==> config.mk <==
export PLATFORM = sky130hd
export DESIGN_NAME = page_repl_tracker
export DESIGN_NICKNAME = d
export VERILOG_FILES = /design/src/rtl/pgr_pkg.sv /design/src/rtl/pgr_lookup.sv /design/src/rtl/pgr_rank_keeper.sv /design/src/rtl/pgr_fault_counter.sv /design/src/rtl/page_repl_tracker.sv
export SDC_FILE = /design/constraint.sdc
export NUM_CORES = 1
export LEC_CHECK = 0
export BUFFER_PORTS_ARGS = -buffer_cell sky130_fd_sc_hd__buf_2
export CORE_MARGIN = 2
export CORE_UTILIZATION = 25
export DETAILED_ROUTE_END_ITERATION = 10
export PLACE_DENSITY = 0.47
export SLEW_MARGIN = 10
export SYNTH_ARGS = -nofsm -noshare
export SYNTH_HDL_FRONTEND = slang
export SYNTH_SLANG_ARGS = --single-unit
==> constraint.sdc <==
create_clock -name clk -period 2.8 [get_ports clk]
set_input_delay 0.28 -clock clk [delete_from_list [all_inputs] [get_ports clk]]
set_output_delay 0.28 -clock clk [all_outputs]
set_load 0.02 [all_outputs]
==> src/rtl/pgr_pkg.sv <==
// Package: shared types and helpers for the page replacement tracker.
// Assumes: nothing beyond standard constant-function evaluation.
package pgr_pkg;

    // Victim selection policy chosen at build time.
    typedef enum logic {
        POLICY_FIFO = 1'b0,
        POLICY_LRU  = 1'b1
    } repl_policy_e;

    // Width of an index able to address n items (at least one bit).
    function automatic int idx_width(input int n);
        return (n > 1) ? $clog2(n) : 1;
    endfunction

endpackage

==> src/rtl/pgr_lookup.sv <==
// Module: pgr_lookup
// Purely combinational search of the frame table. It reports whether the
// page is resident and where, and which empty frame has the lowest index.
// Assumes: a resident page lives in at most one frame (the tracker never
// loads a page that is already resident).
module pgr_lookup #(
    parameter int NUM_FRAMES = 3,
    parameter int PAGE_W     = 8,
    parameter int IDX_W      = 2
) (
    input  logic [NUM_FRAMES-1:0][PAGE_W-1:0] frame_pages,
    input  logic [NUM_FRAMES-1:0]             frame_used,
    input  logic [PAGE_W-1:0]                 probe_page,
    output logic                              hit,
    output logic [IDX_W-1:0]                  hit_idx,
    output logic                              any_free,
    output logic [IDX_W-1:0]                  free_idx
);

    logic [NUM_FRAMES-1:0] match_vec;

    // One comparator per frame, gated by its occupancy bit.
    genvar g;
    generate
        for (g = 0; g < NUM_FRAMES; g++) begin : g_cmp
            assign match_vec[g] = frame_used[g] && (frame_pages[g] == probe_page);
        end
    endgenerate

    // Lowest-index encoder for the match vector.
    always_comb begin
        hit     = 1'b0;
        hit_idx = '0;
        for (int i = NUM_FRAMES - 1; i >= 0; i--) begin
            if (match_vec[i]) begin
                hit     = 1'b1;
                hit_idx = IDX_W'(i);
            end
        end
    end

    // Lowest-index encoder for empty frames.
    always_comb begin
        any_free = 1'b0;
        free_idx = '0;
        for (int i = NUM_FRAMES - 1; i >= 0; i--) begin
            if (!frame_used[i]) begin
                any_free = 1'b1;
                free_idx = IDX_W'(i);
            end
        end
    end

endmodule

==> src/rtl/pgr_rank_keeper.sv <==
// Module: pgr_rank_keeper
// Keeps an age rank per frame: 0 is the most recently touched frame, and
// higher ranks are older. Touching a frame moves it to rank 0 and ages every
// occupied frame that was younger than it by one. The victim is the frame
// holding rank NUM_FRAMES-1.
// Assumes: touch_fill is set only when the touched frame was empty. The
// victim output is meaningful only when every frame is occupied, because
// only then do the ranks form a full permutation.
module pgr_rank_keeper #(
    parameter int NUM_FRAMES = 3,
    parameter int IDX_W      = 2
) (
    input  logic                  clk,
    input  logic                  rst_n,
    input  logic                  touch_en,
    input  logic [IDX_W-1:0]      touch_idx,
    input  logic                  touch_fill,
    input  logic [NUM_FRAMES-1:0] frame_used,
    output logic [IDX_W-1:0]      victim_idx
);

    localparam int RW = $clog2(NUM_FRAMES + 1);

    logic [NUM_FRAMES-1:0][RW-1:0] rank_q;
    logic [RW-1:0]                 touch_rank;

    // Rank of the touched frame; an empty frame counts as older than all.
    always_comb begin
        touch_rank = touch_fill ? RW'(NUM_FRAMES) : rank_q[touch_idx];
    end

    // One rank register per frame, updated on every touch.
    genvar g;
    generate
        for (g = 0; g < NUM_FRAMES; g++) begin : g_rank
            // Move to the front if touched, or age by one if younger than the touched frame.
            always_ff @(posedge clk) begin
                if (!rst_n) begin
                    rank_q[g] <= '0;
                end else if (touch_en) begin
                    if (touch_idx == IDX_W'(g)) begin
                        rank_q[g] <= '0;
                    end else if (frame_used[g] && (rank_q[g] < touch_rank)) begin
                        rank_q[g] <= rank_q[g] + RW'(1);
                    end
                end
            end
        end
    endgenerate

    // Find the frame holding the oldest rank.
    always_comb begin
        victim_idx = '0;
        for (int i = 0; i < NUM_FRAMES; i++) begin
            if (rank_q[i] == RW'(NUM_FRAMES - 1)) begin
                victim_idx = IDX_W'(i);
            end
        end
    end

endmodule

==> src/rtl/pgr_fault_counter.sv <==
// Module: pgr_fault_counter
// Saturating up-counter of page faults.
// Assumes: bump is high for one cycle per fault.
module pgr_fault_counter #(
    parameter int CNT_W = 16
) (
    input  logic             clk,
    input  logic             rst_n,
    input  logic             bump,
    output logic [CNT_W-1:0] count
);

    localparam logic [CNT_W-1:0] CNT_MAX = '1;

    // Count faults, holding at the maximum value.
    always_ff @(posedge clk) begin
        if (!rst_n) begin
            count <= '0;
        end else if (bump && (count != CNT_MAX)) begin
            count <= count + CNT_W'(1);
        end
    end

endmodule

==> src/rtl/page_repl_tracker.sv <==
// Module: page_repl_tracker (top)
// Tracks which virtual pages occupy NUM_FRAMES physical frames, classifies
// each reference as a hit or a fault, places faulting pages (empty frame
// first, otherwise a FIFO or LRU victim) and counts faults. The response is
// registered and appears in the cycle after the strobe.
// Assumes: one reference per cycle at most; the caller performs any data
// movement implied by the response.
module page_repl_tracker
    import pgr_pkg::*;
#(
    parameter int           NUM_FRAMES = 3,
    parameter int           PAGE_W     = 8,
    parameter int           CNT_W      = 16,
    parameter repl_policy_e POLICY     = POLICY_FIFO,
    localparam int          IDX_W      = idx_width(NUM_FRAMES)
) (
    input  logic              clk,
    input  logic              rst_n,
    input  logic              ref_valid,
    input  logic [PAGE_W-1:0] ref_page,
    output logic              resp_valid,
    output logic              resp_fault,
    output logic [IDX_W-1:0]  resp_frame,
    output logic              resp_evict_valid,
    output logic [PAGE_W-1:0] resp_evict_page,
    output logic [CNT_W-1:0]  fault_count
);

    logic [NUM_FRAMES-1:0][PAGE_W-1:0] page_q;
    logic [NUM_FRAMES-1:0]             used_q;

    logic             hit;
    logic [IDX_W-1:0] hit_idx;
    logic             any_free;
    logic [IDX_W-1:0] free_idx;
    logic [IDX_W-1:0] victim_idx;
    logic [IDX_W-1:0] load_idx;
    logic             fault;
    logic             touch_en;
    logic [IDX_W-1:0] touch_idx;
    logic             touch_fill;

    pgr_lookup #(
        .NUM_FRAMES (NUM_FRAMES),
        .PAGE_W     (PAGE_W),
        .IDX_W      (IDX_W)
    ) u_lookup (
        .frame_pages (page_q),
        .frame_used  (used_q),
        .probe_page  (ref_page),
        .hit         (hit),
        .hit_idx     (hit_idx),
        .any_free    (any_free),
        .free_idx    (free_idx)
    );

    // Fault classification and placement target.
    always_comb begin
        fault      = ref_valid && !hit;
        load_idx   = any_free ? free_idx : victim_idx;
        touch_fill = fault && any_free;
    end

    // Policy variant: which events refresh a frame's age.
    generate
        if (POLICY == POLICY_LRU) begin : g_lru
            assign touch_en  = ref_valid;
            assign touch_idx = hit ? hit_idx : load_idx;
        end else begin : g_fifo
            assign touch_en  = fault;
            assign touch_idx = load_idx;
        end
    endgenerate

    pgr_rank_keeper #(
        .NUM_FRAMES (NUM_FRAMES),
        .IDX_W      (IDX_W)
    ) u_ranks (
        .clk        (clk),
        .rst_n      (rst_n),
        .touch_en   (touch_en),
        .touch_idx  (touch_idx),
        .touch_fill (touch_fill),
        .frame_used (used_q),
        .victim_idx (victim_idx)
    );

    pgr_fault_counter #(
        .CNT_W (CNT_W)
    ) u_count (
        .clk   (clk),
        .rst_n (rst_n),
        .bump  (fault),
        .count (fault_count)
    );

    // Frame table: load the faulting page into its chosen frame.
    always_ff @(posedge clk) begin
        if (!rst_n) begin
            used_q <= '0;
            page_q <= '0;
        end else if (fault) begin
            used_q[load_idx] <= 1'b1;
            page_q[load_idx] <= ref_page;
        end
    end

    // Registered response, held between strobes.
    always_ff @(posedge clk) begin
        if (!rst_n) begin
            resp_valid       <= 1'b0;
            resp_fault       <= 1'b0;
            resp_frame       <= '0;
            resp_evict_valid <= 1'b0;
            resp_evict_page  <= '0;
        end else begin
            resp_valid <= ref_valid;
            if (ref_valid) begin
                resp_fault       <= !hit;
                resp_frame       <= hit ? hit_idx : load_idx;
                resp_evict_valid <= !hit && !any_free;
                resp_evict_page  <= (!hit && !any_free) ? page_q[victim_idx] : '0;
            end
        end
    end

endmodule

==> summary.md, run 1 <==
| Metric | Value |
|---|---|
| Largest net degree at the start of global routing | `32` |
| FF-to-FF path depth | `8` |
| GR met1 Demand/Resource | `18.0%` |
| Min Clock Period, post-route | `2.31 ns` |
| Antenna fix cells | `0` |
| Final TNS setup | `0 ns` |
| Die area | `14400 um^2` |
| Largest area contributor in the netlist | `dfxtp_1` |
| Via-per-instance ratio | `4.88` |
| Pwr/cell area | `576 nW/um^2` |
| Port buffer count | `39` |
| Place WS | `0.457 ns` |
| Area contributors post-synth | `dfxtp_1 37%, a21oi_1 7.1%, mux2i_1 7.1%, xnor2_1 5.7%, nand3_1 4.7%` |
| FMAX | `433 MHz` |
| Non-Filler Instances | `617` |
| Setup Crit Path Kind | `reg -> reg` |
| Initial DRC count | `282` |
| Syn_area_per_cell | `8.27 um^2` |
| Worst path required time | `3.06 ns` |
| Core Rows | `42` |
| CP Capture Type | `register` |
| Max-cap viol count | `0` |
| Layer with the highest usage | `met2` |
| Flop pwr share | `39.6%` |
| Async SR Flop Fraction | `0%` |
| H-tree Lvls | `3` |
| Detailed Route WL | `9.23 mm` |
| Worst reg2reg startpoint | `u_ranks.rank_q[2]` |
| Hold crit path type | `in -> reg` |
| Die width | `120 um` |
| Sw frac | `23.9%` |
| P_int | `1.78 mW` |
| CTS max path bufs | `2` |
| Cts-stage hold buffer count | `0` |
| Die height | `120 um` |
| Worst VDD drop | `0.408 mV` |
| Max FO, Critical Path | `6` |
| Final Util | `30.9%` |
| Fin. Hold Viols | `0` |
| GRT Overall Usage | `13.7%` |
| Post-DR wirelength/cell | `15.0 um` |
| Setup ws final | `0.492 ns` |
| Nets | `450` |
| Crit path from | `u_ranks.rank_q[2]` |
| Clock skew | `0.00708 ns` |
| Mapped Nets | `422` |
| Clk_lat worst skew | `0.34 ns` |
| HPWL Detailed | `6.44 mm` |
| Setup-failing EPs final | `0` |
| IO Count | `40` |
| Placed Cells | `601` |
| Relative slew margins | `58.1%` |
| Data arrival time of the worst path | `2.56 ns` |
| Sequential share of the synthesized area | `36.8%` |
| Final Max Tran Viols | `0` |
| Routed Antenna Nets | `0` |
| Worst Max-Slew Pin Slew | `0.623 ns` |
| GR Layer Usage met2 | `21.3%` |
| Synthesized area | `3380 um^2` |
| PostCTS Resize Cnt | `0` |
| Outcome | `finished, final reports clean` |
| Capturing point of the worst reg2reg path | `u_ranks.rank_q[4]` |
| Met3 Resource Use GR | `4.58%` |
| DR pass1 iterations | `5` |
| Initial antenna violation count | `0` |
| Post-CTS setup buffer count | `0` |
| Core Area | `13200 um^2` |
| Startpoint Class | `register` |
| CTS root buf | `clkbuf_16` |
| Count leader, synth | `dfxtp_1` |
| Drt drc | `0` |
| CTS tree | `yes` |
| Worst setup endpoint | `u_ranks.rank_q[4]` |
| Clk pwr share | `51.5%` |
| Final Wtd Congestion | `0.801` |
| Number of fill cells | `1434` |
| Synth cell count leaders | `62 x dfxtp_1, 48 x a21oi_1, 32 x nand3_1` |
| Net Switching | `0.560 mW` |
| Top-area cell type share of the netlist area | `36.8%` |
| First-pass GRT wire length | `15.4 mm` |
| Netlist cell types | `50` |
| Gate count of the mapped netlist | `408` |
| Final Cycle Share | `82.4%` |
| Vias | `3014` |
| CTS Buf Count | `9` |
| Area Growth Syn to Fin | `20.6%` |
| Power share of the combinational group | `8.9%` |
| Syn. warnings | `0` |
| Share of cells above drive strength 1 | `18.8%` |
| RSZ-0062 raised after global routing | `no` |
| Post-synth EDFFs | `0` |
| Total grt overflow | `0` |
| Starting Density | `25.6%` |
| Main synth FF type | `dfxtp_1` |
| Reg2Reg Setup Slack | `0.49 ns` |
| #FFs+latches synth | `62` |
| # clock sinks | `62` |
| Pleak | `1.38 nW` |
| CTS clk-pin slew, worst paths | `0.06 ns` |
| Vias in the first global route | `2944` |
[routing by layer]
metal | routed length [um] | vias up
met3 | 432 | 10
met2 | 4230 | 69
met4 | 90 | 0
met5 | 0 | -
li1 | - | 1503
met1 | 4470 | 1432
[kinds of logic after synthesis]
group	Yosys count	share of synthesized area, %
compound gates	104	17.9
simple gates	143	23.9
xor+xnor	24	6.23
flops	62	36.8
fa+ha+maj	3	1.11
mux	25	7.45
buf+inv	47	6.63
[layout make-up]
class	count	area, um^2	area share (%)
multi-input cells	299	1920	47.2
flip-flops and latches	62	1240	30.5
repair buffers	52	318	7.81
clock buffers	10	239	5.87
well taps	176	220	5.41
clock inverters	6	85.1	2.09
inverters	12	45.0	1.11
[power by group through the flow]
stage / logic, mW / clock network (mW) / registers [mW]
2_1_floorplan: 0.151 / 0 / 0.945
3_3_place_gp: 0.209 / 0 / 0.948
3_5_place_dp: 0.210 / 0 / 0.948
4_1_cts: 0.211 / 1.25 / 0.929
5_1_grt: 0.230 / 1.29 / 0.932
6_report: 0.208 / 1.21 / 0.929
[worst min path at each step]
stage	from	cells after the start	slack, ns	to
2_1_floorplan	ref_valid	2	0.46	resp_evict_page[0]
3_3_place_gp	resp_evict_page[3]	2	0.46	resp_evict_page[3]
3_5_place_dp	resp_evict_page[0]	2	0.46	resp_evict_page[0]
4_1_cts	ref_page[7]	3	0.25	page_q[23]
5_1_grt	ref_page[7]	3	0.26	page_q[23]
6_report	ref_page[7]	3	0.26	page_q[23]
[metrics by stage]
| stage | power [mW] | hold WS [ns] | cell area [um^2] |
|---|---|---|---|
| global route | 2.45 | 0.262 | 4070 |
| detailed placement | 1.16 | 0.461 | 3750 |
| global placement | 1.16 | 0.461 | 3750 |
| finish | 2.34 | 0.263 | 4070 |
| floorplan | 1.10 | 0.462 | 3380 |
| CTS | 2.38 | 0.250 | 4070 |
[registers in the layout, summed over array words and instances, names as in the netlist]
signal and cells:
resp_valid 1, used_q 3, resp_fault 1, resp_frame 2
page_q 24, resp_evict_valid 1, resp_evict_page 8, u_count.count 16
u_ranks.rank_q 6
[worst max-delay path, cell delays in order, from the launching register on]
cell       delay, ns
dfxtp_1         0.37
inv_1           0.08
ha_1            0.33
nand4bb_1       0.25
a21bo_2         0.27
and2_1          0.18
a311oi_1        0.28
o311a_1         0.27
mux2i_1         0.21
[cells in the final DEF (no fill, tap or decap), types with 6 or more instances in the layout]
cell type / count
nand4_1: 6
or3_1: 6
nor2_1: 17
mux2i_1: 24
o31ai_1: 6
buf_2: 39
nand3_1: 32
nand2b_1: 19
nand2_1: 28
o21ai_0: 29
a21oi_1: 48
or4_1: 6
clkbuf_16: 9
o211ai_1: 6
buf_4: 11
inv_1: 11
dfxtp_1: 62
xnor2_1: 22
Power figures use the tool's default switching activity.
==> inputs of run 2 (changes only) <==
- ABC_AREA: not set -> 1
- PLACE_DENSITY: 0.47 -> 0.48
- clock period: 2.8 -> 2.06 ns (I/O delays scaled with it)
==> run 2 against run 1 <==
- fmax increased by 20%
- count of clock-buffer cells in the layout increased by 2
- sequential cell count unchanged
- synthesized cell count increased by 16%
- largest cell class unchanged
- critical endpoint is now u_ranks.rank_q[2]
- largest power group unchanged
==> summary.md, run 2 <==
| Metric | Value |
|---|---|
| Outcome | `finished, final reports clean (unchanged)` |
| Worst path required time | `2.33 ns (was 3.06 ns)` |
| Worst Max-Slew Pin Slew | `0.486 ns (was 0.623 ns)` |
| First-pass GRT wire length | `15.0 mm (was 15.4 mm)` |
| CTS tree | `yes (unchanged)` |
| Reg with most FFs | `page_q (unchanged)` |
| Met3 routed WL | `372 um (was 432 um)` |
| Clk_lat worst skew | `0.33 ns (was 0.34 ns)` |
| Syn_area_per_cell | `7.01 um^2 (was 8.27 um^2)` |
| Worst reg2reg startpoint | `u_ranks.rank_q[2] (unchanged)` |
| Pwr/cell area | `763 nW/um^2 (was 576 nW/um^2)` |
| Post-DR wirelength/cell | `13.2 um (was 15.0 um)` |
| Main synth FF type | `dfxtp_1 (unchanged)` |
| Hold crit path type | `in -> reg (unchanged)` |
| Detailed Route WL | `9.34 mm (was 9.23 mm)` |
| CTS Buf Count | `9 (unchanged)` |
| Die height | `119 um (was 120 um)` |
| Initial DRC count | `162 (was 282)` |
| Reg2Reg Setup Slack | `0.14 ns (was 0.49 ns)` |
| Pleak | `1.70 nW (was 1.38 nW)` |
| Via-per-instance ratio | `4.54 (was 4.88)` |
| Crit path depth | `17 (was 8)` |
| CP Capture Type | `register (unchanged)` |
| Largest net degree at the start of global routing | `37 (was 32)` |
| Commonest non-fill, non-tap cell in the layout | `nand2_1 (was dfxtp_1)` |
| Start point of the worst hold path | `ref_valid (was ref_page[7])` |
| Vias in the first global route | `3116 (was 2944)` |
| Routed Antenna Nets | `0 (unchanged)` |
| Placed Cells | `682 (was 601)` |
| Die area | `14200 um^2 (was 14400 um^2)` |
| Top flop regs | `page_q: 24 flops, u_count.count: 16 flops, resp_evict_page: 8 flops (unchanged)` |
| Gate count of the mapped netlist | `472 (was 408)` |
| Setup Crit Path Kind | `reg -> reg (unchanged)` |
| Nets | `538 (was 450)` |
| Sequential share of the synthesized area | `37.5% (was 36.8%)` |
| Capturing point of the worst reg2reg path | `u_ranks.rank_q[2] (was u_ranks.rank_q[4])` |
| Total grt overflow | `0 (unchanged)` |
| GRT Overall Usage | `13.4% (was 13.7%)` |
| Hold path cells | `3 (unchanged)` |
| Port buffer count | `39 (unchanged)` |
| Max reg flops | `24 (unchanged)` |
| Core Area | `13100 um^2 (was 13200 um^2)` |
| Cells along the critical path | `inv_1 -> ha_1 -> nand2_1 -> o21ai_2 -> nand2_2 -> nand2_2 -> nor2_1 -> nor2_2 -> buf_4 -> nand3_1 -> nand2_1 -> inv_1 -> nand2_1 -> nand2_1 -> nand2_1 -> nand2_1 -> nor2_1 (was inv_1 -> ha_1 -> nand4bb_1 -> a21bo_2 -> and2_1 -> a311oi_1 -> o311a_1 -> mux2i_1)` |
| Post-synth EDFFs | `0 (unchanged)` |
| Async SR Flop Fraction | `0% (unchanged)` |
| Worst VDD drop | `0.412 mV (was 0.408 mV)` |
| Crit path buffers/inverters | `3 (was 1)` |
| WHS Endpoint | `resp_valid (was page_q[23])` |
| Most frequent cells in the layout | `103 x nand2_1, 60 x dfxtp_1, 54 x a21oi_1 (was 62 x dfxtp_1, 48 x a21oi_1, 39 x buf_2)` |
| Max FO, Critical Path | `4 (was 6)` |
| Non-Filler Instances | `705 (was 617)` |
| Setup-failing EPs final | `0 (unchanged)` |
| CTS clk-pin slew, worst paths | `0.05 ns (was 0.06 ns)` |
| Starting Density | `25.3% (was 25.6%)` |
| IO Count | `40 (unchanged)` |
| Drt drc | `0 (unchanged)` |
| Final Cycle Share | `93.2% (was 82.4%)` |
| CTS max path bufs | `2 (unchanged)` |
| Mapped Nets | `486 (was 422)` |
| Clock skew | `0.00433 ns (was 0.00708 ns)` |
| Max-cap viol count | `0 (unchanged)` |
| Pwr Total | `3.14 mW (was 2.34 mW)` |
| # clock sinks | `62 (unchanged)` |
| Highest metal used | `met4 (unchanged)` |
| Antenna fix cells | `0 (unchanged)` |
| Count leader, synth | `nand2_1 (was dfxtp_1)` |
| CP delay by family, top | `simple AND/OR/NAND/NOR gates (was compound AO/OA/AOI/OAI gates)` |
| FF-to-FF path depth | `17 (was 8)` |
| Initial antenna violation count | `0 (unchanged)` |
| #FFs+latches synth | `62 (unchanged)` |
| DR WL met2 | `4.55 mm (was 4.23 mm)` |
| Largest area contributor in the netlist | `dfxtp_1 (unchanged)` |
| Syn. warnings | `0 (unchanged)` |
| CTS root buf | `clkbuf_16 (unchanged)` |
| Final Max Tran Viols | `0 (unchanged)` |
| Most used cell, CP | `nand2_1` |
| Min Clock Period, post-route | `1.92 ns (was 2.31 ns)` |
| Vias | `3204 (was 3014)` |
| HPWL Detailed | `6.71 mm (was 6.44 mm)` |
| Met1 wire length | `4.30 mm (was 4.47 mm)` |
| Synth cell count leaders | `104 x nand2_1, 62 x dfxtp_1, 55 x a21oi_1 (was 62 x dfxtp_1, 48 x a21oi_1, 32 x nand3_1)` |
| Crit-path slowest cell | `dfxtp_1 (unchanged)` |
| Core Rows | `42 (unchanged)` |
| Top-area cell type share of the netlist area | `37.5% (was 36.8%)` |
| Share of cells above drive strength 1 | `20.8% (was 18.8%)` |
| Area Growth Syn to Fin | `24.3% (was 20.6%)` |
| H-tree Lvls | `3 (unchanged)` |
| Data arrival time of the worst path | `2.19 ns (was 2.56 ns)` |
| Synthesized area | `3310 um^2 (was 3380 um^2)` |
| Peak per-stage delay on the critical path | `0.32 ns (was 0.37 ns)` |
| Final Cell Area | `4110 um^2 (was 4070 um^2)` |
| Startpoint Class | `register (unchanged)` |
| Final Wtd Congestion | `0.832 (was 0.801)` |
| Die width | `119 um (was 120 um)` |
| FMAX | `521 MHz (was 433 MHz)` |
| DR pass1 iterations | `4 (was 5)` |
| Post-DP Area | `3720 um^2 (was 3750 um^2)` |
| Fin. Hold Viols | `0 (unchanged)` |
| Relative slew margins | `67.4% (was 58.1%)` |
| Netlist cell types | `37 (was 50)` |
| RSZ-0062 raised after global routing | `yes (was no)` |
| Area contributors post-synth | `dfxtp_1 38%, nand2_1 12%, a21oi_1 8.3%, inv_1 6.0%, o21ai_0 4.4% (was dfxtp_1 37%, a21oi_1 7.1%, mux2i_1 7.1%, xnor2_1 5.7%, nand3_1 4.7%)` |
-- run 2: cell count changes after synthesis, moves of 7 or more --
cell	before	now
o21ai_1	0	8
inv_1	11	53
nand2_1	28	104
nand3_1	32	23
a21oi_1	48	55
o211ai_1	6	16
clkbuf_1	17	8
xnor2_1	22	7
mux2i_1	24	0
nand2b_1	19	0
nor2_1	17	38
-- run 2: worst max-delay path by stage --
stage / to / start
2_1_floorplan: u_ranks.rank_q[1] / u_ranks.rank_q[4]
3_3_place_gp: u_count.count[7] / ref_page[1]
3_5_place_dp: u_ranks.rank_q[4] / u_ranks.rank_q[4]
4_1_cts: u_ranks.rank_q[2] / u_ranks.rank_q[4]
5_1_grt: u_ranks.rank_q[2] / u_ranks.rank_q[4]
6_report: u_ranks.rank_q[2] / u_ranks.rank_q[2]
-- run 2: layout make-up --
class / count / area (um^2)
multi-input cells: 333 / 1780
flip-flops and latches: 62 / 1240
clock inverters: 4 / 45.0
repair buffers: 58 / 338
inverters: 60 / 233
fillers: 1418 / 8970
clock buffers: 12 / 256
well taps: 176 / 220
-- run 2: logic make-up (layout without fill, tap and decap cells) --
kind of cell	count (synthesis)	count (layout)	synth area share, %
DFF	62	62	37.5
and+or+nand+nor	201	202	28.6
buffers and inverters	78	134	10.0
adders and majority gates	3	3	1.13
AOI/OAI and AO/OA	116	116	19.6
xor gates and xnor gates	12	12	3.18
-- run 2: metrics by stage --
step / setup TNS (ns) / util [%] / hold slack, ns / setup slack (ns)
3_5_place_dp: 0 / 28.4 / 0.407 / 0.0307
4_1_cts: 0 / 30.7 / 0.0605 / 0.0146
5_1_grt: -0.124 / 31.4 / 0.0785 / -0.0534
3_3_place_gp: 0 / 28.4 / 0.403 / 0.0588
2_1_floorplan: 0 / - / 0.299 / 0.192
6_report: 0 / 31.4 / 0.0705 / 0.140
-- run 2: power by group --
part,internal (mW),switching [mW]
clock,0.996,0.539
sequential,1.24,0.0299
combinational,0.112,0.217
-- run 2: layer usage --
layer | global-route usage [%] | up-vias
li1 | - | 1666
met1 | 16.4 | 1468
met2 | 22.8 | 59
met3 | 3.16 | 11
met4 | 4.61 | 0
met5 | 0 | -
-- run 2: repair_timing --
action	CTS	global route
endpoints found under the setup margin	0	28
buffers inserted	0	6
hold buffers	0	0
gates resized for setup	0	10
-- run 2: worst register-to-register path, cell delays in order (launching register included) --
cell,delay (ns)
dfxtp_1,0.32
inv_1,0.10
ha_1,0.20
nand2_1,0.08
o21ai_2,0.13
nand2_2,0.10
nand2_2,0.10
nor2_1,0.06
nor2_2,0.16
buf_4,0.14
nand3_1,0.07
nand2_1,0.06
inv_1,0.05
nand2_1,0.07
nand2_1,0.05
nand2_1,0.05
nand2_1,0.04
nor2_1,0.09
==> inputs of run 3 (changes only) <==
- CELL_PAD_IN_SITES_DETAIL_PLACEMENT: not set -> 1
- CELL_PAD_IN_SITES_GLOBAL_PLACEMENT: not set -> 1
- PLACE_DENSITY: 0.48 -> 0.6
==> run 3 against run 2 <==
- count of clock-buffer cells in the layout shrank 1
- clock skew up 0.0021 ns
- hold slack better by 0.0024 ns
- sequential cell count unchanged
- fmax rose by 0.56%
- die area unchanged
- critical path depth down 4
- non-clock buffer count rose by 11
- routed wire length rose by 10%
- highest routed layer unchanged
==> summary.md, run 3 (synthesis results as in run 2) <==
| Metric | Value |
|---|---|
| Vias in the first global route | `3366 (was 3116)` |
| Most frequent cells in the layout | `95 x nand2_1, 59 x dfxtp_1, 54 x a21oi_1 (was 103 x nand2_1, 60 x dfxtp_1, 54 x a21oi_1)` |
| Sw frac | `24.7% (was 25.1%)` |
| Post-DR wirelength/cell | `14.4 um (was 13.2 um)` |
| First-pass GRT wire length | `16.9 mm (was 15.0 mm)` |
| Net Switching | `0.816 mW (was 0.786 mW)` |
| Setup Crit Path Kind | `reg -> reg (unchanged)` |
| Max FO, Critical Path | `11 (was 4)` |
| Crit path buffers/inverters | `3 (unchanged)` |
| Pleak | `1.76 nW (was 1.70 nW)` |
| FMAX | `524 MHz (was 521 MHz)` |
| Clk pwr share | `50.4% (was 48.9%)` |
| CTS tree | `yes (unchanged)` |
| Relative slew margins | `40.4% (was 67.4%)` |
| CP Capture Type | `register (unchanged)` |
| RSZ-0062 raised after global routing | `yes (unchanged)` |
| Max reg flops | `24 (unchanged)` |
| Hold path cells | `3 (unchanged)` |
| P_int | `2.48 mW (was 2.35 mW)` |
| Routed Antenna Nets | `0 (unchanged)` |
| Reg with most FFs | `page_q (unchanged)` |
| Non-Filler Instances | `715 (was 705)` |
| Total grt overflow | `0 (unchanged)` |
| Via-per-instance ratio | `4.63 (was 4.54)` |
| Setup ws final | `0.151 ns (was 0.140 ns)` |
| Power share of the combinational group | `11.0% (was 10.5%)` |
| Worst Max-Slew Pin Slew | `0.888 ns (was 0.486 ns)` |
| DR pass1 iterations | `4 (unchanged)` |
| HPWL Detailed | `7.43 mm (was 6.71 mm)` |
| Outcome | `finished, final reports clean (unchanged)` |
| Share of cells above drive strength 1 | `26.7% (was 20.8%)` |
| Placed Cells | `684 (was 682)` |
| Core Area | `13100 um^2 (unchanged)` |
| Fin. Hold Viols | `0 (unchanged)` |
| Final Util | `32.9% (was 31.4%)` |
| Final TNS setup | `0 ns (unchanged)` |
| Drt drc | `0 (unchanged)` |
| Final Cycle Share | `92.7% (was 93.2%)` |
| CP delay by family, top | `simple AND/OR/NAND/NOR gates (unchanged)` |
| Antenna fix cells | `0 (unchanged)` |
| Port buffer count | `39 (unchanged)` |
| Pwr/cell area | `766 nW/um^2 (was 763 nW/um^2)` |
| Setup-failing EPs final | `0 (unchanged)` |
| Clk_lat worst skew | `0.33 ns (about the same)` |
| Starting Density | `25.3% (unchanged)` |
| H-tree Lvls | `3 (unchanged)` |
| Min Clock Period, post-route | `1.91 ns (was 1.92 ns)` |
| Data arrival time of the worst path | `2.17 ns (was 2.19 ns)` |
| Hold crit path type | `in -> reg (unchanged)` |
| Crit path depth | `13 (was 17)` |
| Die area | `14200 um^2 (unchanged)` |
| Core Rows | `42 (unchanged)` |
| CTS max path bufs | `2 (unchanged)` |
| GRT Overall Usage | `15.1% (was 13.4%)` |
| Place WS | `0.0691 ns (was 0.0307 ns)` |
| Final Wtd Congestion | `0.774 (was 0.832)` |
| Commonest non-fill, non-tap cell in the layout | `nand2_1 (unchanged)` |
| IO Count | `40 (unchanged)` |
| Flop pwr share | `38.6% (was 40.6%)` |
| # clock sinks | `62 (unchanged)` |
| Peak per-stage delay on the critical path | `0.36 ns (was 0.32 ns)` |
| Die height | `119 um (unchanged)` |
| Clock skew | `0.00647 ns (was 0.00433 ns)` |
| CTS root buf | `clkbuf_16 (unchanged)` |
| Max-cap viol count | `0 (unchanged)` |
| FF-to-FF path depth | `13 (was 17)` |
| Initial antenna violation count | `0 (unchanged)` |
| Top flop regs | `page_q: 24 flops, u_count.count: 16 flops, resp_evict_page: 8 flops (unchanged)` |
| CTS clk-pin slew, worst paths | `0.06 ns (was 0.05 ns)` |
| Worst VDD drop | `0.394 mV (was 0.412 mV)` |
| Detailed Route WL | `10.3 mm (was 9.34 mm)` |
| Final Max Tran Viols | `0 (unchanged)` |
| Cells along the critical path | `inv_2 -> nand2_1 -> o21ai_1 -> nor2_1 -> nand2_1 -> nor2_2 -> nand2_2 -> nand3_4 -> clkinv_8 -> nand3_4 -> buf_4 -> o21ai_0 -> a21oi_1 (was inv_1 -> ha_1 -> nand2_1 -> o21ai_2 -> nand2_2 -> nand2_2 -> nor2_1 -> nor2_2 -> buf_4 -> nand3_1 -> nand2_1 -> inv_1 -> nand2_1 -> nand2_1 -> nand2_1 -> nand2_1 -> nor2_1)` |
| Cts-stage hold buffer count | `0 (unchanged)` |
| Worst path required time | `2.32 ns (was 2.33 ns)` |
| Crit-path slowest cell | `dfxtp_4 (was dfxtp_1)` |
| Die width | `119 um (unchanged)` |
| Startpoint Class | `register (unchanged)` |
| Initial DRC count | `127 (was 162)` |
| CTS Buf Count | `9 (unchanged)` |
| Vias | `3307 (was 3204)` |
| Area Growth Syn to Fin | `30.2% (was 24.3%)` |
| Largest net degree at the start of global routing | `37 (unchanged)` |
| Nets | `549 (was 538)` |
-- run 3: changes by cell type in the layout (fill, tap and decap cells not counted), moves of 3 or more --
| cell | previous run | this run |
|---|---|---|
| inv_1 | 53 | 46 |
| nand2_2 | 6 | 13 |
| nor2_1 | 38 | 34 |
| nor2_2 | 4 | 7 |
| nand2_1 | 103 | 95 |
| inv_2 | 5 | 12 |
| buf_4 | 19 | 29 |
-- run 3: what timing repair did --
item                                    in CTS  in global routing
endpoints found under the setup margin       0                 28
resized for setup                            0                 42
setup buffers                                0                 15
-- run 3: worst paths after layout --
| kind | start | to | slack (ns) |
|---|---|---|---|
| setup / recovery | page_q[19] | page_q[1] | 0.15 |
| hold / removal | ref_valid | resp_valid | 0.07 |
| setup reg to reg | page_q[19] | page_q[1] | 0.15 |
| hold reg to reg | resp_evict_page[2] | resp_evict_page[2] | 0.46 |
-- run 3: through the flow --
stage / cell area (um^2) / hold slack (ns) / total power, mW
finish: 4310 / 0.0729 / 3.30
global route: 4310 / 0.0780 / 3.44
CTS: 4060 / 0.0600 / 3.31
detailed placement: 3730 / 0.414 / 1.62
global placement: 3730 / 0.404 / 1.61
floorplan: 3310 / 0.299 / 1.52
-- run 3: cell type report --
type	instances	area [um^2]
fill	1612	8780
multi-input combinational	332	1850
sequential	62	1250
timing repair buffer	69	424
clock buffer	11	253
inverter	60	238
tap	176	220
clock inverter	4	70.1
timing repair inverter	1	8.76
-- run 3: metal layers --
layer  track usage [%]  routed length, um  up-vias
li1                  -                  -     1681
met1              17.7               4570     1556
met2              26.7               5180       59
met3              4.07                407       11
met4              4.61                162        0
met5                 0                  0        -
-- run 3: worst min-delay path: cells and delay by family --
kind / cells / cell delay (ns)
AND/OR/NAND/NOR: 1 / 0.04
buffers and inverters: 2 / 0.13
-- run 3: power by group through the flow --
| stage | sequential, mW | combinational (mW) | clock [mW] |
|---|---|---|---|
| after floorplan | 1.30 | 0.222 | 0 |
| after global placement | 1.30 | 0.313 | 0 |
| after detailed placement | 1.30 | 0.320 | 0 |
| after CTS | 1.27 | 0.322 | 1.71 |
| after global routing | 1.28 | 0.411 | 1.75 |
| final | 1.27 | 0.363 | 1.66 |
